==> config.mk <==
export PLATFORM = sky130hd
export DESIGN_NAME = sync_presence_detector
export DESIGN_NICKNAME = d
export VERILOG_FILES = /design/src/rtl/syncdet_pkg.sv /design/src/rtl/syncdet_thr_decode.sv /design/src/rtl/syncdet_run_tracker.sv /design/src/rtl/sync_presence_detector.sv
export SDC_FILE = /design/constraint.sdc
export NUM_CORES = 1
export LEC_CHECK = 0
export BUFFER_PORTS_ARGS = -buffer_cell sky130_fd_sc_hd__buf_2
export CAP_MARGIN = 5
export CORE_UTILIZATION = 30
export CTS_BUF_LIST = sky130_fd_sc_hd__clkbuf_4
export CTS_CLUSTER_DIAMETER = 50
export DETAILED_ROUTE_END_ITERATION = 8
export GPL_ROUTABILITY_DRIVEN = 0
export GPL_TIMING_DRIVEN = 1
export RECOVER_POWER = 25
export SLEW_MARGIN = 20
export SYNTH_ARGS = -nofsm -noshare
export SYNTH_HDL_FRONTEND = slang
export SYNTH_HIERARCHICAL = 1
export SYNTH_SLANG_ARGS = --single-unit
export TNS_END_PERCENT = 100
==> constraint.sdc <==
create_clock -name clk -period 2.4 [get_ports clk]
set_input_delay 0.24 -clock clk [delete_from_list [all_inputs] [get_ports clk]]
set_output_delay 0.24 -clock clk [all_outputs]
set_load 0.01 [all_outputs]
==> src/rtl/syncdet_pkg.sv <==
package syncdet_pkg;

   // Judgment state held by the detector
   typedef enum logic {
      LINK_ABSENT  = 1'b0,
      LINK_PRESENT = 1'b1
   } link_state_e;

   // Longest run a one-hot code of the given shape can select
   function automatic int unsigned longest_run(input int unsigned base_log2,
                                               input int unsigned bits);
      return 32'd1 << (base_log2 + bits - 1);
   endfunction

endpackage

==> src/rtl/syncdet_thr_decode.sv <==
module syncdet_thr_decode #(
   parameter int BITS      = 3,
   parameter int BASE_LOG2 = 2,
   parameter int CNT_W     = 9
) (
   input  logic [BITS-1:0]  code,
   output logic [CNT_W-1:0] limit,
   output logic             armed
);

   generate
      if (BITS < 1) begin : g_bits_check
         $error("syncdet_thr_decode: BITS must be at least 1");
      end
      if (BASE_LOG2 + BITS > CNT_W) begin : g_width_check
         $error("syncdet_thr_decode: CNT_W too narrow for the largest run");
      end
   endgenerate

   logic [CNT_W-1:0] weight [BITS];
   logic [BITS-1:0]  top_hot;

   // One weight per code bit; isolate the highest set bit
   for (genvar i = 0; i < BITS; i++) begin : g_bit
      assign weight[i] = CNT_W'(1) << (BASE_LOG2 + i);
      if (i == BITS - 1) begin : g_top
         assign top_hot[i] = code[i];
      end else begin : g_low
         assign top_hot[i] = code[i] & ~(|code[BITS-1:i+1]);
      end
   end

   always_comb begin
      limit = '0;
      for (int k = 0; k < BITS; k++) begin
         if (top_hot[k]) limit = limit | weight[k];
      end
   end

   assign armed = |code;

endmodule

==> src/rtl/syncdet_run_tracker.sv <==
module syncdet_run_tracker #(
   parameter int CNT_W   = 9,
   parameter int RUN_MAX = 256
) (
   input  logic             clk,
   input  logic             rst_n,
   input  logic             strobe,
   input  logic             match,
   input  logic             armed,
   input  logic [CNT_W-1:0] limit,
   output logic             hit,
   output logic [CNT_W-1:0] run_cnt
);

   generate
      if (RUN_MAX >= (1 << CNT_W)) begin : g_max_check
         $error("syncdet_run_tracker: RUN_MAX does not fit CNT_W");
      end
   endgenerate

   logic [CNT_W:0] next_len;

   assign next_len = {1'b0, run_cnt} + (CNT_W+1)'(1);
   assign hit      = strobe & match & armed & (next_len >= {1'b0, limit});

   always_ff @(posedge clk or negedge rst_n) begin
      if (!rst_n) begin
         run_cnt <= '0;
      end else if (strobe) begin
         if (!match || !armed || hit) begin
            run_cnt <= '0;
         end else if (run_cnt < CNT_W'(RUN_MAX)) begin
            run_cnt <= next_len[CNT_W-1:0];
         end
      end
   end

endmodule

==> src/rtl/sync_presence_detector.sv <==
module sync_presence_detector
   import syncdet_pkg::*;
#(
   parameter int ACQ_BITS       = 3,
   parameter int ACQ_BASE_LOG2  = 2,
   parameter int LOSS_BITS      = 4,
   parameter int LOSS_BASE_LOG2 = 5
) (
   input  logic                 clk,
   input  logic                 rst_n,
   input  logic                 line_strobe,
   input  logic                 sync_seen,
   input  logic [ACQ_BITS-1:0]  acq_code,
   input  logic [LOSS_BITS-1:0] loss_code,
   output logic                 sync_present
);

   localparam int ACQ_MAX  = int'(longest_run(ACQ_BASE_LOG2, ACQ_BITS));
   localparam int LOSS_MAX = int'(longest_run(LOSS_BASE_LOG2, LOSS_BITS));
   localparam int RUN_MAX  = (ACQ_MAX > LOSS_MAX) ? ACQ_MAX : LOSS_MAX;
   localparam int CNT_W    = $clog2(RUN_MAX + 1);

   generate
      if (ACQ_BITS < 1 || LOSS_BITS < 1) begin : g_code_check
         $error("sync_presence_detector: threshold codes need at least one bit");
      end
   endgenerate

   logic [CNT_W-1:0] acq_limit, loss_limit, acq_limit_eff, limit_sel;
   logic             acq_armed, loss_armed, armed_sel;
   logic             match, hit;
   logic [CNT_W-1:0] run_cnt;
   link_state_e      state;

   syncdet_thr_decode #(
      .BITS(ACQ_BITS), .BASE_LOG2(ACQ_BASE_LOG2), .CNT_W(CNT_W)
   ) u_acq_dec (
      .code(acq_code), .limit(acq_limit), .armed(acq_armed)
   );

   syncdet_thr_decode #(
      .BITS(LOSS_BITS), .BASE_LOG2(LOSS_BASE_LOG2), .CNT_W(CNT_W)
   ) u_loss_dec (
      .code(loss_code), .limit(loss_limit), .armed(loss_armed)
   );

   // A zero acquisition code means a single sync line is enough
   assign acq_limit_eff = acq_armed ? acq_limit : CNT_W'(1);

   always_comb begin
      if (state == LINK_PRESENT) begin
         match     = ~sync_seen;
         limit_sel = loss_limit;
         armed_sel = loss_armed;
      end else begin
         match     = sync_seen;
         limit_sel = acq_limit_eff;
         armed_sel = 1'b1;
      end
   end

   syncdet_run_tracker #(
      .CNT_W(CNT_W), .RUN_MAX(RUN_MAX)
   ) u_run (
      .clk(clk), .rst_n(rst_n), .strobe(line_strobe), .match(match),
      .armed(armed_sel), .limit(limit_sel), .hit(hit), .run_cnt(run_cnt)
   );

   always_ff @(posedge clk or negedge rst_n) begin
      if (!rst_n) begin
         state <= LINK_ABSENT;
      end else if (hit) begin
         state <= (state == LINK_PRESENT) ? LINK_ABSENT : LINK_PRESENT;
      end
   end

   assign sync_present = (state == LINK_PRESENT);

endmodule

-- Word level (Yosys, flattened, before mapping)
Index checks and enable logic that the tools add are counted.
- logic and storage cells: 44
- output and inout bits: 1
- bits of input ports: 11
- register bits: 10
- multiplexer cells: 14
- magnitude comparators: 2
- reduce and logical (&&, ||, !) cells: 11
- bitwise logic cells: 14
- add/subtract/negate cells: 1
- operators by type and width (cell ; number):
    2-to-1 mux 9 bit ; 5
    adder 9 x 1 -> 10 bit, second input constant ; 1
    >= comparator 10 x 9 -> 1 bit ; 1
    < comparator 9 bit, second input constant ; 1
    AND 1 bit ; 8
    2-to-1 mux 8 bit ; 1
    2-to-1 mux 7 bit ; 1
    2-to-1 mux 6 bit ; 1
    inverter 1 bit ; 6
    OR reduction 3 bit ; 2
    2-to-1 mux 5 bit ; 1
    2-to-1 mux 4 bit ; 1
    OR reduction 2 bit ; 2
    OR reduction 4 bit ; 1
    2-to-1 mux 1 bit ; 3
    2-to-1 mux 3 bit ; 1
    zero test 1 bit ; 2
    logical OR 1 bit ; 2
    AND reduction 2 bit ; 1
    nonzero test 2 bit ; 1

-- Logic depth before layout (Yosys ltp)
Gate-level depths: netlist of run 1.
- depth after elaboration: 13
- gate-level depth with buffers: 11

-- Cells and area by module
Netlist of run 1, hierarchy kept.
- modules (own cells, without submodules) (module ; area an instance (µm²) ; cells each ; instances):
    syncdet_run_tracker ; 808.3 ; 92 ; 1
    sync_presence_detector ; 166.4 ; 22 ; 1
    syncdet_thr_decode (u_loss_dec) ; 81.3 ; 11 ; 1
    syncdet_thr_decode (u_acq_dec) ; 78.8 ; 11 ; 1

-- Worst setup path before layout of run 1
No wires, ideal clock.
- path kind: in2reg
- from: input acq_code[2]
- to: register state (netlist: sync_present)
- cell stages on the path: 11
- library setup time: 0.079 ns
- buffers on the path: 1
- setup slack: 0.076 ns
- data required time: 2.321 ns
- arrival time: 2.245 ns
- path through: or3_1 nor2b_1 buf_6 a22o_1 inv_1 ha_1 nand4_1 o221a_2 or2_1 a211oi_1 xor2_1
- elaborated cells between the ends (all ways): 13
- RTL lines (item ; line ; text):
    from (decl) ; sync_presence_detector.sv:13 ; input logic [ACQ_BITS-1:0] acq_code,
    inverter 1 bit ; syncdet_thr_decode.sv:29 ; assign top_hot[i] = code[i] & ~(|code[BITS-1:i+1]);
    AND 1 bit ; syncdet_thr_decode.sv:29 ;
    2-to-1 mux 4 bit ; syncdet_thr_decode.sv:36 ; if (top_hot[k]) limit = limit | weight[k];
    2-to-1 mux 5 bit ; syncdet_thr_decode.sv:36 ;
    2-to-1 mux 9 bit * ; sync_presence_detector.sv:48 ; assign acq_limit_eff = acq_armed ? acq_limit : CNT_W'(1);
    2-to-1 mux 9 bit * ; sync_presence_detector.sv:51 ; if (state == LINK_PRESENT) begin
    named net limit_sel[3] ; sync_presence_detector.sv:29 ; logic [CNT_W-1:0] acq_limit, loss_limit, acq_limit_eff, limit_sel;
    >= comparator 10 x 9 -> 1 bit * ; syncdet_run_tracker.sv:24 ; assign hit = strobe & match & armed & (next_len >= {1'b0, limit});
    AND 1 bit * ; syncdet_run_tracker.sv:24 ;
    named net hit ; sync_presence_detector.sv:31 ; logic match, hit;
    to (signal assigned) ; sync_presence_detector.sv:73 ; state <= (state == LINK_PRESENT) ? LINK_ABSENT : LINK_PRESENT;
    to (decl) ; sync_presence_detector.sv:33 ; link_state_e state;
The timed path passes the listed nets; every way through them passes the cells marked *.
A chain may end at the register's enable or synchronous reset.

-- Worst setup path after layout of run 1
- from: register u_run.run_cnt[1]
- to: register u_run.run_cnt[4]
- cells in the longest elaborated chain, start to end: 6
- elaborated cells between the ends (all ways): 9
- ends and longest elaborated chain (item ; line ; text):
    from (decl) ; syncdet_run_tracker.sv:12 ; output logic [CNT_W-1:0] run_cnt
    from (signal assigned) ; syncdet_run_tracker.sv:33 ; run_cnt <= next_len[CNT_W-1:0];
    adder 9 x 1 -> 10 bit ; syncdet_run_tracker.sv:23 ; assign next_len = {1'b0, run_cnt} + (CNT_W+1)'(1);
    >= comparator 10 x 9 -> 1 bit ; syncdet_run_tracker.sv:24 ;
    AND 1 bit ; syncdet_run_tracker.sv:24 ;
    logical OR 1 bit ; syncdet_run_tracker.sv:30 ; if (!match || !armed || hit) begin
    nonzero test 2 bit (no line) ; n/a ;
    AND reduction 2 bit (no line) ; n/a ;
Several ways; a longest one is shown, not always the timed one. The select of a mux whose other input is x is not followed.

==> metrics.yaml, run 1 <==
status: "finished, final reports clean"
final_cell_count_no_fill: 208
grt_setup_unrepaired: "true"
grt_max_degree: 14
yosys.area.top_type: "dfrtp_1"
synthDistinctLibCells: 39
yosysTopAreaCellShare_pct: 22.1
vdd_ir_drop_max_mv: 0.329
total_leakage_power_nw: 0.665
setup_viol: 0
dp_hpwl_um: 1970
grt_pass1_wl_um: 4210
first_pass_iters: 6
final_layout_size_suffix_gt1_share_pct: 31.5
wl_um: 2610
cts_tree: "done"
tightestPinTransition_ns: 0.574
ys.flop_type: "dfrtp_1"
overflow: 0
critPathRequiredTime_ns: 2.58
final_nets: 184
fin_crit_sh_pct: 99.8
holdWs_ns: 0.359
hold_viol_final: 0
die-area_um2: 4030
fmax_mhz: 418
regArea_um2: 253
clk_path_buf_depth: 2
slew_headroom_pct: 61.7
start_util_pct: 32.7
drv_cap: 0
fillers: 354
dpl_cell_area_um2: 1270
root_buffer: "clkbuf_4"
path_max_fanout: 7
synth-edff-count: 0
period_needed_ns: 2.39
top_usage_layer: "met2"
final_cell_mix: "buf_4, nand2_1, inv_1, conb_1, buf_2"
htree_levels: 1
antenna_found_initial: 0
detail-route-antenna-nets: 0
cp.arrival_ns: 2.58
pre_cts_ws_ns: -0.0846
avgSynthCellArea_um2: 8.34
wl_per_cell_um: 12.6
io_pins: 12
setup_ws_ns: 0.00577
synthTopCellsByArea: "dfrtp_1, ha_1, buf_4"
die_h_um: 63.5
multi_input_area_um2: 845
die_w_um: 63.5
critPathLaunchType: "flip-flop"
cts_buffers: 3
synth_seq_cells: 10
powerDensity_nw_per_um2: 837
syn2layout_area_growth_pct: 24.6
place_inst: 201
cts_sinks: 10
yosysWarnings: 6
min-delay-path-class: "in -> reg"
drt_iter0_markers: 39
diodes: 0
finClkSkew_ns: 0.00985
drv_slew: 0
met2_usage_pct: 24.2
drc: 0
final_common_cell: "buf_4"
core_area_um2: 3470
grt_pass1_vias: 1029
path_clk_slew_ns: 0.07
grt_usage_pct: 13.2
vias: 1020
criticalPathCategory: "reg -> reg"
grt.met1_usage_pct: 15.6
worst_setup_path_end_kind: "flip-flop"
async_flop_share_pct: 100
syn_area_um2: 1130
vias_per_cell: 4.90
insertion_delay_ns: 0.27
portBuffers: 11
syn_inst: 136
rows: 21
grt_util_met3_pct: 1.63
seq_area_frac_synth_pct: 22.1
finalPower_mw: 1.18
final_area_um2: 1410
[synth_stat cells, types with 2 or more instances]
| master | count |
|---|---|
| a21oi_1 | 7 |
| a22o_1 | 6 |
| a32o_1 | 2 |
| and2b_2 | 2 |
| buf_4 | 14 |
| conb_1 | 2 |
| dfrtp_1 | 10 |
| ha_1 | 10 |
| inv_1 | 11 |
| nand2_1 | 13 |
| nand2b_1 | 2 |
| nand3_1 | 4 |
| nor2_1 | 10 |
| nor2b_1 | 3 |
| nor3b_1 | 2 |
| o21ai_0 | 3 |
| xnor2_1 | 7 |
| xor2_1 | 7 |
[layer usage]
| metal | vias up | routed length, µm |
|---|---|---|
| met2 | 22 | 1400 |
| met3 | 2 | 93 |
| met1 | 497 | 1100 |
| met4 | 0 | 12 |
| li1 | 499 | - |
| met5 | - | 0 |
[where the power goes]
group	internal, mW	total (mW)	switching (mW)
Clock	0.0601	0.120	0.0604
Sequential	0.213	0.285	0.0728
Combinational	0.391	0.778	0.387
[timing repair]
item                                    CTS  global route
endpoints found under the setup margin   10            10
hold endpoints to repair                 10             0
setup buffers                             1             1
resized for setup                         2            17
pin swaps                                 2             5
hold buffers                              1             0
[critical path: stages (launching register included)]
cell and delay, ns:
dfrtp_1 0.36, buf_6 0.11, ha_4 0.14, nand3_4 0.09
nor2_2 0.14, nand3_1 0.13, xnor2_1 0.22, ha_1 0.27
nand3_1 0.13, nand3_2 0.11, o41ai_4 0.37, a21oi_4 0.11
nor2_1 0.13
[path summary, 6_finish.rpt]
| check | startpoint | to | slack (ns) | cells past startpoint |
|---|---|---|---|---|
| worst max-delay path | u_run/run_cnt[1] | u_run/run_cnt[4] | 0.006 | 12 |
| worst min-delay path | line_strobe | u_run/run_cnt[1] | 0.36 | 4 |
| worst max register to register | u_run/run_cnt[1] | u_run/run_cnt[4] | 0.006 | 12 |
| worst min register to register | u_run/run_cnt[7] | u_run/run_cnt[7] | 0.62 | 2 |
| max in group asynchronous | rst_n | u_run/run_cnt[4] | 1.51 | 2 |
| min in group asynchronous | rst_n | u_run/run_cnt[1] | 0.47 | 2 |
[flip-flops by register name, summed over array words and instances (netlist names)]
register,count
u_run/run_cnt,9
sync_present,1
[kinds of logic (layout without fill, tap and decap cells)]
kind of cell | Yosys count | after routing | synth area share [%]
flops | 10 | 10 | 22.1
fa+ha+maj | 10 | 10 | 11.0
xor+xnor | 14 | 14 | 10.8
simple gates | 49 | 49 | 25.7
compound gates | 25 | 25 | 15.9
other cells | 2 | 11 | 0.662
buf+inv | 26 | 43 | 13.9
[metrics by stage]
stage                     TNS [ns]  util (%)
after detailed placement    -0.171      36.6
after global routing        -0.535      40.8
after floorplan                  0         -
after CTS                 -0.00196      38.1
after global placement           0      36.6
final                            0      40.8
[final cells by class]
class | count | area share, %
Multi-Input combinational cell | 109 | 59.7
Clock inverter | 1 | 0.265
Timing Repair Buffer | 28 | 13.5
Clock buffer | 3 | 1.59
Sequential cell | 10 | 17.9
Inverter | 11 | 2.92
Tap cell | 46 | 4.07
Power figures use the tool's default switching activity.
==> run 2, diff against run 1 <==
ABC_AREA = 1   (was not set)
==> run 2 against run 1 <==
Compared with the run above:
- clock power is 7% lower
- utilization is 4.2 points lower
- wire length is 23% lower
- non-clock buffer count is 13 lower
- synthesized area is 7.3% higher
==> metrics.yaml, run 2 <==
powerDensity_nw_per_um2: 726
fmax_mhz: 455
grt_pass1_vias: 921
hold_viol_final: 0
fin_util_pct: 36.6
synth_top_family_by_area: "simple AND/OR/NAND/NOR gates"
holdWs_ns: 0.233
criticalPathCategory: "reg -> reg"
ys.flop_type: "dfrtp_1"
drv_cap: 0
drc: 0
overflow: 0
detail-route-antenna-nets: 0
yosysWarnings: 6
synth_seq_cells: 10
die-area_um2: 4320
first_pass_iters: 4
vias: 1002
largest-register: "u_run/run_cnt"
cp_num_buf_inv: 2
cts_sinks: 10
insertion_delay_ns: 0.26
root_buffer: "clkbuf_4"
final_cell_mix: "nand2_1, inv_1, nand3_1, conb_1, buf_2"
seq_area_frac_synth_pct: 20.6
wl_um: 2010
synthDistinctLibCells: 26
path_max_fanout: 4
path_delay_family: "simple AND/OR/NAND/NOR gates"
grt_max_degree: 11
total_leakage_power_nw: 0.770
grt_pass1_wl_um: 3730
drv_slew: 0
grt_setup_unrepaired: "true"
min-delay-path-class: "in -> reg"
final_area_um2: 1380
yosys.area_share.adder_pct: 10.3
vias_per_cell: 4.07
period_needed_ns: 2.20
fillers: 417
diodes: 0
yosys.area_share.simple_pct: 34.8
critPathRequiredTime_ns: 2.55
synth-xor-area-share_pct: 7.09
grt_usage_pct: 10.9
syn_inst: 186
htree_levels: 1
dp_hpwl_um: 1670
final_nets: 221
avgSynthCellArea_um2: 6.55
syn_area_um2: 1220
path_clk_slew_ns: 0.07
cpMostUsedCell: "nand2_1"
yosys.area.top_type: "dfrtp_1"
antenna_found_initial: 0
synthMuxAreaShare_pct: 0
multi_input_area_um2: 813
portBuffers: 11
worst_setup_path_end_kind: "flip-flop"
io_pins: 12
wl_per_cell_um: 8.16
slew_headroom_pct: 64.2
synth_compound_area_share_pct: 6.17
regArea_um2: 254
yosysTopAreaCellShare_pct: 20.6
cpMaxStageDelayCell: "dfrtp_2"
synth-edff-count: 0
die_w_um: 65.7
setup_viol: 0
final_layout_size_suffix_gt1_share_pct: 26.3
syn2layout_area_growth_pct: 13.4
synthTopCellsByCount: "nand2_1, inv_1, buf_4, nand3_1"
critPathLaunchType: "flip-flop"
synth_most_common_cell: "nand2_1"
r2r_slack_ns: 0.20
start_util_pct: 32.3
cts_tree: "done"
core_area_um2: 3770
tightestPinTransition_ns: 0.536
place_inst: 240
clk_path_buf_depth: 2
critPathMaxStageDelay_ns: 0.45
cp.arrival_ns: 2.35
drt_iter0_markers: 45
dpl_cell_area_um2: 1260
vdd_ir_drop_max_mv: 0.231
fin_crit_sh_pct: 91.5
largest_register_ffs: 9
rows: 22
async_flop_share_pct: 100
final_common_cell: "nand2_1"
finClkSkew_ns: 0.00682
cp_cell_sequence: "ha_4, nand2_4, nor2_4, nand2_1, xor2_1, inv_1, ha_1, nand2_1, inv_1, nand2_1, nand2_1, nand2_2, nand2_4, o21bai_4, nand2_2, nand2_1, nand2_1"
die_h_um: 65.7
status: "finished, final reports clean"
cts_buffers: 3
final_cell_count_no_fill: 246
synthTopCellsByArea: "dfrtp_1, nand2_1, ha_1"
[run 2: power by group]
part	leakage, nW	total (mW)	internal [mW]	switching [mW]
registers	0.130	0.283	0.212	0.0708
logic	0.626	0.607	0.261	0.346
clock network	0.0138	0.112	0.0577	0.0539
total	0.770	1.00	0.530	0.471
[run 2: area by class of cell]
class	count	share of cell area [%]
multi-input cells	134	58.9
inverters	36	10.2
well taps	48	4.35
clock buffers	3	1.63
repair buffers	15	6.53
flip-flops and latches	10	18.4
[run 2: cells by family (layout without fill, tap and decap cells)]
logic type / Yosys count / count (layout)
compound gates: 11 / 11
xor+xnor: 9 / 9
fa+ha+maj: 10 / 10
buf+inv: 51 / 54
flops: 10 / 10
other cells: 2 / 11
simple gates: 93 / 93
[run 2: worst register-to-register path, cell delays in order, from the launching register on]
cell and delay (ns):
dfrtp_2 0.45, ha_4 0.19, nand2_4 0.08, nor2_4 0.04
nand2_1 0.06, xor2_1 0.23, inv_1 0.07, ha_1 0.27
nand2_1 0.06, inv_1 0.04, nand2_1 0.05, nand2_1 0.05
nand2_2 0.07, nand2_4 0.06, o21bai_4 0.19, nand2_2 0.09
nand2_1 0.06, nand2_1 0.04
[run 2: final timing paths]
path	to	cells past startpoint	startpoint
max in group asynchronous	u_run/run_cnt[0]	2	rst_n
hold reg to reg	u_run/run_cnt[8]	2	u_run/run_cnt[8]
min in group asynchronous	u_run/run_cnt[8]	2	rst_n
setup / recovery	u_run/run_cnt[6]	17	u_run/run_cnt[0]
hold / removal	u_run/run_cnt[8]	3	line_strobe
setup reg to reg	u_run/run_cnt[6]	17	u_run/run_cnt[0]
[run 2: what timing repair did]
| action | 4_1_cts | 5_1_grt |
|---|---|---|
| setup buffers | 0 | 2 |
| hold endpoints to repair | 10 | 0 |
| setup endpoints to repair | 0 | 10 |
| hold buffers | 1 | 0 |
| gates resized for setup | 0 | 23 |
[run 2: routing by layer]
layer	wire [µm]	vias up	global-route usage, %
met5	0	-	0
met4	8	0	0.815
met1	975	437	13.5
met2	967	7	18.8
li1	-	556	-
met3	56	2	3.65
[run 2: stage by stage]
stage                     worst slack (ns)  total power, mW  setup TNS [ns]
final                                0.204             1.00               0
after global routing               -0.0202             1.13         -0.0283
after CTS                           0.0844            0.922               0
after detailed placement             0.110            0.803               0
after global placement               0.115            0.798               0
after floorplan                      0.305            0.717               0
==> run 3, diff against run 2 <==
--- a/config.mk
+++ b/config.mk
@@ -9,4 +9,5 @@
 export BUFFER_PORTS_ARGS = -buffer_cell sky130_fd_sc_hd__buf_2
 export CAP_MARGIN = 5
+export CORE_ASPECT_RATIO = 1.4
 export CORE_UTILIZATION = 30
 export CTS_BUF_LIST = sky130_fd_sc_hd__clkbuf_4
@@ -16,5 +17,5 @@
 export GPL_TIMING_DRIVEN = 1
 export RECOVER_POWER = 25
-export SLEW_MARGIN = 20
+export SLEW_MARGIN = 10
 export SYNTH_ARGS = -nofsm -noshare
 export SYNTH_HDL_FRONTEND = slang
==> constraint.sdc (replaced) <==
create_clock -name clk -period 2.4 [get_ports clk]
set_input_delay 0.12 -clock clk [delete_from_list [all_inputs] [get_ports clk]]
set_output_delay 0.12 -clock clk [all_outputs]
set_load 0.01 [all_outputs]
==> run 3 against run 2 <==
Compared with the run above:
- clock skew shrank 0.0010 ns
- sequential share of layout area rose by 0.16 points
- critical path type unchanged
- count of clock-buffer cells in the layout did not move
- flip-flop and latch count unchanged
- largest power group unchanged
- design area is 1.8% lower
- total power fell by 2.1%
==> metrics.yaml, run 3 (synthesis gave the netlist of run 2 again) <==
critPathLaunchType: "flip-flop"
drv_cap: 0
wl_met2_um: 1380
total_leakage_power_nw: 0.749
status: "finished, final reports clean"
final_cell_count_no_fill: 240
critPathRequiredTime_ns: 2.56
worst_setup_path_end_kind: "flip-flop"
path_delay_family: "simple AND/OR/NAND/NOR gates"
wl_met3_um: 36
setup_ws_ns: 0.0889
cpMostUsedCell: "nand2_1"
tightestPinTransition_ns: 0.550
finClkSkew_ns: 0.00581
final_area_um2: 1360
fin_crit_sh_pct: 96.3
grt_pass1_vias: 1041
drv_slew: 0
vdd_ir_drop_max_mv: 0.427
cts_buffers: 3
met1_length_um: 878
largest_register_ffs: 9
wl_per_cell_um: 9.64
path_max_fanout: 4
path_clk_slew_ns: 0.07
drt_iter0_markers: 15
cts_sinks: 10
rows: 27
final_common_cell: "nand2_1"
detail-route-antenna-nets: 0
r2r_slack_ns: 0.09
portBuffers: 11
min-delay-path-class: "in -> reg"
diodes: 0
slew_headroom_pct: 63.3
holdWs_ns: 0.0999
cpMaxStageDelayCell: "dfrtp_1"
grt_max_degree: 11
clk_path_buf_depth: 2
fin_util_pct: 34.6
dp_hpwl_um: 1810
die-area_um2: 4320
final_cell_mix: "nand2_1, inv_1, nand3_1, conb_1, buf_2"
cp_num_buf_inv: 2
hold_viol_final: 0
setup_viol: 0
period_needed_ns: 2.31
top_layer: "met4"
overflow: 0
criticalPathCategory: "reg -> reg"
io_pins: 12
syn2layout_area_growth_pct: 11.3
wl_um: 2310
final_layout_size_suffix_gt1_share_pct: 24.4
largest-register: "u_run/run_cnt"
die_h_um: 77.4
die_w_um: 55.8
first_pass_iters: 4
core_area_um2: 3920
cts_tree: "done"
start_util_pct: 31.1
cp_cell_sequence: "ha_2, nand2_2, nor2_4, nand2_1, xor2_2, inv_1, ha_1, nand2_1, inv_1, nand2_1, nand2_1, nand2_2, nand2_4, o21bai_4, nand2_2, nand2_1, nand2_1"
root_buffer: "clkbuf_4"
grt_pass1_wl_um: 3970
dpl_cell_area_um2: 1250
tns_ns: 0
drc: 0
critPathMaxStageDelay_ns: 0.42
htree_levels: 1
antenna_found_initial: 0
insertion_delay_ns: 0.27
powerDensity_nw_per_um2: 723
place_inst: 235
final_nets: 219
vias_per_cell: 4.32
fmax_mhz: 433
pre_cts_ws_ns: 0.114
grt_usage_pct: 11.4
cp.arrival_ns: 2.47
finalPower_mw: 0.980
vias: 1036
==> run 3: cell count changes in the layout (fill, tap and decap cells not counted), sizes merged <==
cell    delta
buf        -2
clkinv     +1
==> run 3: worst paths after layout <==
check,from,endpoint,depth (start not counted)
max,u_run/run_cnt[0],u_run/run_cnt[6],17
min,line_strobe,u_run/run_cnt[8],3
max reg2reg,u_run/run_cnt[0],u_run/run_cnt[6],17
min reg2reg,u_run/run_cnt[8],u_run/run_cnt[8],2
max in group asynchronous,rst_n,sync_present,2
min in group asynchronous,rst_n,u_run/run_cnt[8],2
==> run 3: report_power, final <==
group	internal [mW]	switching, mW	total [mW]
sequential	0.209	0.0644	0.273
clock	0.0602	0.0627	0.123
combinational	0.234	0.350	0.584
==> run 3: repair_timing <==
item | 4_1_cts | 5_1_grt
endpoints found under the hold margin | 10 | 0
resized for setup | 0 | 17
endpoints found under the setup margin | 0 | 9
hold buffers | 1 | 0
buffers inserted | 0 | 0
==> run 3: area by class of cell <==
type	instances	area [µm²]
clock buffer	3	22.5
clock inverter	1	3.75
fill	431	2560
inverter	36	140
multi-input combinational	134	812
sequential	10	251
tap	43	53.8
timing repair buffer	13	71.3
==> run 3: worst min-delay path, cell delays in order <==
cell and delay [ns]:
buf_2 0.11, nand2_1 0.05, a21oi_1 0.05
==> run 3: layer usage <==
layer,track usage (%),up-vias
met5,0,-
met4,4.15,0
li1,-,552
met1,10.8,472
met3,2.00,2
met2,23.6,10
